## src/rtl/txd_pkg.sv

```systemverilog
package txd_pkg;
  localparam int unsigned WORD_W = 32;
  localparam int unsigned CNT_W  = 12;

  localparam int unsigned OWN_B  = 31;
  localparam int unsigned STP_B  = 30;
  localparam int unsigned ENP_B  = 29;
  localparam int unsigned BUF_B  = 28;
  localparam int unsigned UFLO_B = 27;
  localparam int unsigned EXD_B  = 26;
  localparam int unsigned LCOL_B = 25;
  localparam int unsigned LCAR_B = 24;
  localparam int unsigned PAR_B  = 23;

  typedef struct packed {
    logic buf_err;
    logic uflo;
    logic exdef;
    logic lcol;
    logic lcar;
    logic par;
  } err_t;

  typedef enum logic [2:0] {
    ST_IDLE, ST_FETCH, ST_POLL, ST_XFER, ST_LOOK, ST_WB
  } state_e;

  typedef enum logic [1:0] {
    NX_SEEK, NX_STOP, NX_CHAIN
  } nx_e;

  function automatic logic [WORD_W-1:0] merge_status(input logic [WORD_W-1:0] w,
                                                     input err_t e);
    logic [WORD_W-1:0] r;
    r         = w;
    r[OWN_B]  = 1'b0;
    r[BUF_B]  = w[BUF_B]  | e.buf_err;
    r[UFLO_B] = w[UFLO_B] | e.uflo;
    r[EXD_B]  = w[EXD_B]  | e.exdef;
    r[LCOL_B] = w[LCOL_B] | e.lcol;
    r[LCAR_B] = w[LCAR_B] | e.lcar;
    r[PAR_B]  = w[PAR_B]  | e.par;
    return r;
  endfunction
endpackage

```

## src/rtl/txd_len_cnt.sv

```systemverilog
module txd_len_cnt #(
  parameter int unsigned CNT_W = 12
) (
  input  logic             clk_i,
  input  logic             rst_ni,
  input  logic             load_i,
  input  logic [CNT_W-1:0] bcnt_i,
  input  logic             take_i,
  output logic             last_o
);
  localparam int unsigned REM_W = CNT_W + 1;

  logic [REM_W-1:0] rem_q;
  logic [CNT_W-1:0] neg;

  // two's complement length; zero wraps to the full 2^CNT_W
  assign neg    = ~bcnt_i + CNT_W'(1);
  assign last_o = (rem_q == REM_W'(1));

  always_ff @(posedge clk_i or negedge rst_ni) begin
    if (!rst_ni)     rem_q <= '0;
    else if (load_i) rem_q <= {(bcnt_i == '0), neg};
    else if (take_i) rem_q <= rem_q - REM_W'(1);
  end
endmodule

```

## src/rtl/txd_err_acc.sv

```systemverilog
module txd_err_acc
  import txd_pkg::*;
(
  input  logic clk_i,
  input  logic rst_ni,
  input  logic clr_i,
  input  err_t set_i,
  output err_t flags_o
);
  err_t fix;
  err_t flags_q;

  always_comb begin
    fix      = set_i;
    fix.uflo = set_i.uflo | set_i.buf_err; // buffer error always carries underflow
  end

  always_ff @(posedge clk_i or negedge rst_ni) begin
    if (!rst_ni)    flags_q <= '0;
    else if (clr_i) flags_q <= '0;
    else            flags_q <= err_t'(flags_q | fix);
  end

  assign flags_o = flags_q;
endmodule

```

## src/rtl/txdesc_err_ctrl.sv

```systemverilog
module txdesc_err_ctrl
  import txd_pkg::*;
#(
  parameter int unsigned IDX_W = 3
) (
  input  logic              clk_i,
  input  logic              rst_ni,
  input  logic              start_i,
  input  logic              poll_i,
  input  logic              uflo_recover_i,
  input  logic              par_en_i,
  output logic              rd_req_o,
  output logic [IDX_W-1:0]  rd_idx_o,
  input  logic              rd_valid_i,
  input  logic [31:0]       rd_data_i,
  output logic              wr_en_o,
  output logic [IDX_W-1:0]  wr_idx_o,
  output logic [31:0]       wr_data_o,
  output logic              xfer_o,
  input  logic              byte_i,
  input  logic              fifo_empty_i,
  input  logic              late_col_i,
  input  logic              lost_carrier_i,
  input  logic              ex_defer_i,
  input  logic              par_err_i,
  output logic              txon_o,
  output logic              exdef_irq_o,
  output logic              err_irq_o
);
  state_e            st_q;
  nx_e               nx_q;
  logic [IDX_W-1:0]  idx_q;
  logic [WORD_W-1:0] cur_q, nxt_q, skip_word;
  logic              txon_q, exdef_irq_q, err_irq_q;

  logic in_xfer, in_look, in_wb;
  logic rd_own, rd_stp;
  logic take, last;
  logic fetch_go, fetch_skip, chain_go, cnt_load;
  logic [CNT_W-1:0] cnt_src;
  err_t ev, flags;
  nx_e  nx_uflo;

  assign in_xfer = (st_q == ST_XFER);
  assign in_look = (st_q == ST_LOOK);
  assign in_wb   = (st_q == ST_WB);
  assign rd_own  = rd_data_i[OWN_B];
  assign rd_stp  = rd_data_i[STP_B];

  assign take       = in_xfer && byte_i && !fifo_empty_i;
  assign fetch_go   = (st_q == ST_FETCH) && rd_valid_i && rd_own && rd_stp;
  assign fetch_skip = (st_q == ST_FETCH) && rd_valid_i && rd_own && !rd_stp;
  assign chain_go   = in_wb && (nx_q == NX_CHAIN);
  assign cnt_load   = fetch_go || chain_go;
  assign cnt_src    = fetch_go ? rd_data_i[CNT_W-1:0] : nxt_q[CNT_W-1:0];
  assign nx_uflo    = uflo_recover_i ? NX_SEEK : NX_STOP;

  txd_len_cnt #(.CNT_W(CNT_W)) i_len_cnt (
    .clk_i  (clk_i),
    .rst_ni (rst_ni),
    .load_i (cnt_load),
    .bcnt_i (cnt_src),
    .take_i (take),
    .last_o (last)
  );

  always_comb begin
    ev = '0;
    if (in_xfer) begin
      ev.uflo  = fifo_empty_i;
      ev.lcol  = late_col_i;
      ev.lcar  = lost_carrier_i;
      ev.exdef = ex_defer_i;
      ev.par   = par_err_i && par_en_i;
    end else if (in_look) begin
      ev.buf_err = fifo_empty_i || (rd_valid_i && !rd_own);
    end
  end

  txd_err_acc i_err_acc (
    .clk_i   (clk_i),
    .rst_ni  (rst_ni),
    .clr_i   (cnt_load),
    .set_i   (ev),
    .flags_o (flags)
  );

  always_ff @(posedge clk_i or negedge rst_ni) begin
    if (!rst_ni) begin
      st_q        <= ST_IDLE;
      nx_q        <= NX_SEEK;
      idx_q       <= '0;
      cur_q       <= '0;
      nxt_q       <= '0;
      txon_q      <= 1'b0;
      exdef_irq_q <= 1'b0;
      err_irq_q   <= 1'b0;
    end else begin
      exdef_irq_q <= in_xfer && ex_defer_i;
      err_irq_q   <= in_wb && (flags.uflo || flags.buf_err || flags.lcol);
      unique case (st_q)
        ST_IDLE: if (start_i) begin
          txon_q <= 1'b1;
          st_q   <= ST_FETCH;
        end
        ST_FETCH: if (rd_valid_i) begin
          if (!rd_own)      st_q  <= ST_POLL;
          else if (!rd_stp) idx_q <= idx_q + IDX_W'(1);
          else begin
            cur_q <= rd_data_i;
            st_q  <= ST_XFER;
          end
        end
        ST_POLL: if (poll_i) st_q <= ST_FETCH;
        ST_XFER: begin
          if (fifo_empty_i) begin
            st_q <= ST_WB;
            nx_q <= nx_uflo;
          end else if (late_col_i) begin
            st_q <= ST_WB;
            nx_q <= NX_SEEK;
          end else if (take && last) begin
            if (cur_q[ENP_B]) begin
              st_q <= ST_WB;
              nx_q <= NX_SEEK;
            end else begin
              st_q <= ST_LOOK;
            end
          end
        end
        ST_LOOK: begin
          if (fifo_empty_i) begin
            st_q <= ST_WB;
            nx_q <= nx_uflo;
          end else if (rd_valid_i) begin
            st_q <= ST_WB;
            if (!rd_own) nx_q <= nx_uflo;
            else begin
              nxt_q <= rd_data_i;
              nx_q  <= NX_CHAIN;
            end
          end
        end
        ST_WB: begin
          idx_q <= idx_q + IDX_W'(1);
          unique case (nx_q)
            NX_STOP: begin
              txon_q <= 1'b0;
              st_q   <= ST_IDLE;
            end
            NX_CHAIN: begin
              cur_q <= nxt_q;
              st_q  <= ST_XFER;
            end
            default: st_q <= ST_FETCH;
          endcase
        end
        default: st_q <= ST_IDLE;
      endcase
    end
  end

  always_comb begin
    skip_word        = rd_data_i;
    skip_word[OWN_B] = 1'b0;
  end

  assign rd_req_o    = (st_q == ST_FETCH) || in_look;
  assign rd_idx_o    = in_look ? idx_q + IDX_W'(1) : idx_q;
  assign wr_en_o     = in_wb || fetch_skip;
  assign wr_idx_o    = idx_q;
  assign wr_data_o   = in_wb ? merge_status(cur_q, flags) : skip_word;
  assign xfer_o      = in_xfer;
  assign txon_o      = txon_q;
  assign exdef_irq_o = exdef_irq_q;
  assign err_irq_o   = err_irq_q;
endmodule

```

## config.mk

```make
export PLATFORM = sky130hd
export DESIGN_NAME = txdesc_err_ctrl
export DESIGN_NICKNAME = d
export VERILOG_FILES = /design/src/rtl/txd_pkg.sv /design/src/rtl/txd_len_cnt.sv /design/src/rtl/txd_err_acc.sv /design/src/rtl/txdesc_err_ctrl.sv
export SDC_FILE = /design/constraint.sdc
export NUM_CORES = 1
export LEC_CHECK = 0
export BUFFER_PORTS_ARGS = -buffer_cell sky130_fd_sc_hd__buf_2
export CORE_MARGIN = 2
export CORE_UTILIZATION = 54
export CTS_CLUSTER_DIAMETER = 40
export DETAILED_ROUTE_END_ITERATION = 10
export GPL_TIMING_DRIVEN = 0
export PLACE_DENSITY_LB_ADDON = 0.2
export SKIP_LAST_GASP = 1
export SLEW_MARGIN = 20
export SYNTH_ARGS = -nofsm -noshare
export SYNTH_HDL_FRONTEND = slang
export SYNTH_SLANG_ARGS = --single-unit
```

## constraint.sdc

```tcl
create_clock -name clk_i -period 6.3 [get_ports clk_i]
set_clock_uncertainty 0.05 [all_clocks]
set_input_delay 1.89 -clock clk_i [delete_from_list [all_inputs] [get_ports clk_i]]
set_output_delay 1.89 -clock clk_i [all_outputs]
set_load 0.02 [all_outputs]
```

==> impl_results.md <==
- Post-Syn Instances: approximately 550
- GRT Overall Usage: 0.260
- DR vias: ~4300
- Clock power frac: 0.148
- Post-synth EDFFs: 0
- Max H-tree Level: 3
- Post-synth top area cell: dfrtp_1
- Hold Path Class: reg -> reg
- Fin. Hold Viols: 0
- Static leakage: 2.66 nW
- Nets: ~690
- FF+latch count, synth: slightly above 90
- Least-Margin Pin Slew: around 0.7 ns
- Vias in the first global route: 4317
- Critical path type: in -> reg
- Global-route wire length before repair: 20800 um
- Row cnt: 34
- Largest net degree at the start of global routing: 77
- Max-cap violations: 0
- Final slew viol count: 0
- Post-CTS Repair Setup Buffers: 0
- CP Max Fanout: 10
- Commonest non-fill, non-tap cell in the layout: nand2_1
- Post_cts resized: 0
- DRC Markers: 0
- PnR worst setup slack: approximately 1.6 ns
- Psw: around 1.1 mW
- Combinational cell fraction of total power: 0.446
- CTS buffer count: 9
- Syn avg cell area: 9.05 sq um
- Die width: about 100 um
- Total wire length: around 12000 um
- Placement Setup Slack: roughly 1.3 ns
- Area contributors post-synth: dfrtp_1 (47%), nand2_1 (10%), mux2_2 (7.5%)
- DR iter-0 viols: 364
- Post-synthesis net count: 595
- Core footprint: ~8800 sq um
- Clock transition at path regs: 0.10 ns
- Synth cell types: 54
- Most frequent cells in the layout: nand2_1 (135), dfrtp_1 (92), buf_2 (88), nor2_1 (58), mux2_2 (33)
- Mapped Area: slightly below 5000 sq um
- Gr ovfl total: 0
- Startpoint Class: primary input
- Register share of total power: 0.405
- Crit share post-route: 0.751
- Pint: 1.50 mW
- Worst vdd ir: around 240 uV
- Die area: 9930 sq um
- Synth top area share: 0.466
- Clk buf depth: 2
- RSZ-0062 raised after global routing: no
- Fmax achieved: roughly 210 MHz
- Worst endpoint data arrival time: ~5 ns
- Switching Fraction: 0.427
- # hold bufs at CTS: 0
- # setup viols final: 0
- Syn-to-layout area delta: 16.3%
- I/O pins: roughly 90
- Seq/Total Area, Yosys: 0.466
- Required time of the worst setup path: between 6 and 7 ns
- TritonRoute pass-1 iters: 5
- Antenna violations before repair: 0
- Clock latency on the worst-skew pair: ~0.36 ns
- Initial Util: 0.561
- Antenna Violating Nets Remaining: 0
- Placer Congestion: just over 0.9
- Ys flop type: dfrtp_1
- Clock root buffer: clkbuf_8
- Post-layout minimum cycle time: roughly 4.7 ns
- Die Y: about 100 um
- Status: finished, final reports clean
- CTS tree: yes
- Sum Neg Setup Slack: 0 ns
- Hpwl dp: between 9000 and 10000 um
- PwrDens: 456 nW/um^2
- PortBufs: 87
- CP endpoint kind: flop
- Clk sinks: 92
- Slew headroom: 0.527
- Async S/R FF share, synth: 1.00
- WL/cell: 16.3 um
- Vias per Instance: around 5.7
- Synth warn: 0
- Number of diodes: 0
- Share of layout cells above drive strength 1: 0.228
## metrics by stage
stage	util	power (mW)	instances	hold slack, ns	instance area (sq um)
floorplan	-	1.88	546	0.407	4940
global placement	0.626	2.18	741	0.417	5510
detailed placement	0.630	2.23	742	0.427	5550
CTS	0.652	2.62	758	0.448	5740
global route	0.653	2.82	758	0.459	5750
finish	0.653	2.62	758	0.448	5750
## synthesized netlist by cell type, types with 5 or more instances
library cell,n
nand2_1,135
dfrtp_1,92
nor2_1,58
mux2_2,33
a31oi_1,29
a21oi_1,17
clkbuf_1,16
xnor2_1,11
o21ai_0,10
buf_1,9
xor2_1,9
mux2i_1,8
nand3_1,8
nor4_1,8
inv_1,7
nor3_1,7
o22ai_1,6
mux2_1,5
nand2b_1,5
nor2b_1,5
o21a_1,5
o221ai_1,5
## power by group through the flow
stage               Combinational (mW)  Sequential (mW)  Clock (mW)
global placement                  1.13             1.05           0
global route                      1.30             1.10       0.421
detailed placement                1.16             1.07           0
CTS                               1.17             1.06       0.396
floorplan                        0.842             1.04           0
finish                            1.17             1.06       0.389
## registers in the layout (all words and copies together), names as in the netlist
register and count:
st_q 3, nx_q 2, txon_o 1, cur_q 31, i_err_acc.flags_o 6, exdef_irq_o 1, wr_idx_o 3, err_irq_o 1
i_len_cnt.rem_q 13, nxt_q 31
## path summary, 6_finish.rpt
check / from / end / slack, ns / depth (start not counted)
setup / recovery: rd_data_i[31] / i_len_cnt.rem_q[8] / 1.57 / 12
hold reg to reg: cur_q[30] / cur_q[30] / 0.45 / 1
setup reg to reg: st_q[2] / i_len_cnt.rem_q[8] / 2.75 / 11
max in group asynchronous: rst_ni / nxt_q[6] / 4.29 / 2
hold / removal: cur_q[30] / cur_q[30] / 0.45 / 1
min in group asynchronous: rst_ni / txon_o / 1.29 / 1
## kinds of logic after synthesis
logic type	count (synthesis)	share of synthesized area
and+or+nand+nor	257	0.236
adders and majority gates	4	0.0101
other	1	0.000759
buffers and inverters	35	0.0278
xor gates and xnor gates	20	0.0354
AOI/OAI and AO/OA	91	0.121
DFF	92	0.466
muxes	46	0.103
## layout make-up
cell class / count / area, sq um
tap: 108 / 135
fill: 730 / 3060
sequential: 92 / 2300
timing repair buffer: 88 / 469
clock buffer: 10 / 138
buffer: 28 / 111
clock inverter: 6 / 56.3
multi-input combinational: 419 / 2510
inverter: 7 / 26.3
## routing by layer
layer | vias up | part of all wire | track usage
li1 | 2103 | - | -
met1 | 2050 | 0.45 | 0.363
met2 | 151 | 0.47 | 0.419
met3 | 28 | 0.052 | 0.0379
met4 | 0 | 0.022 | 0.0875
met5 | - | 0 | 0
## critical path, cell delays in order
cell      delay, ns
buf_2          0.14
nand4b_1       0.20
or2_1          0.13
buf_2          0.23
buf_1          0.46
mux2i_1        0.39
ha_1           0.40
nor3b_1        0.36
nand2_1        0.13
o311ai_0       0.29
nand3_1        0.14
o221ai_1       0.18
Note: power is estimated with default switching activity, not from simulation.
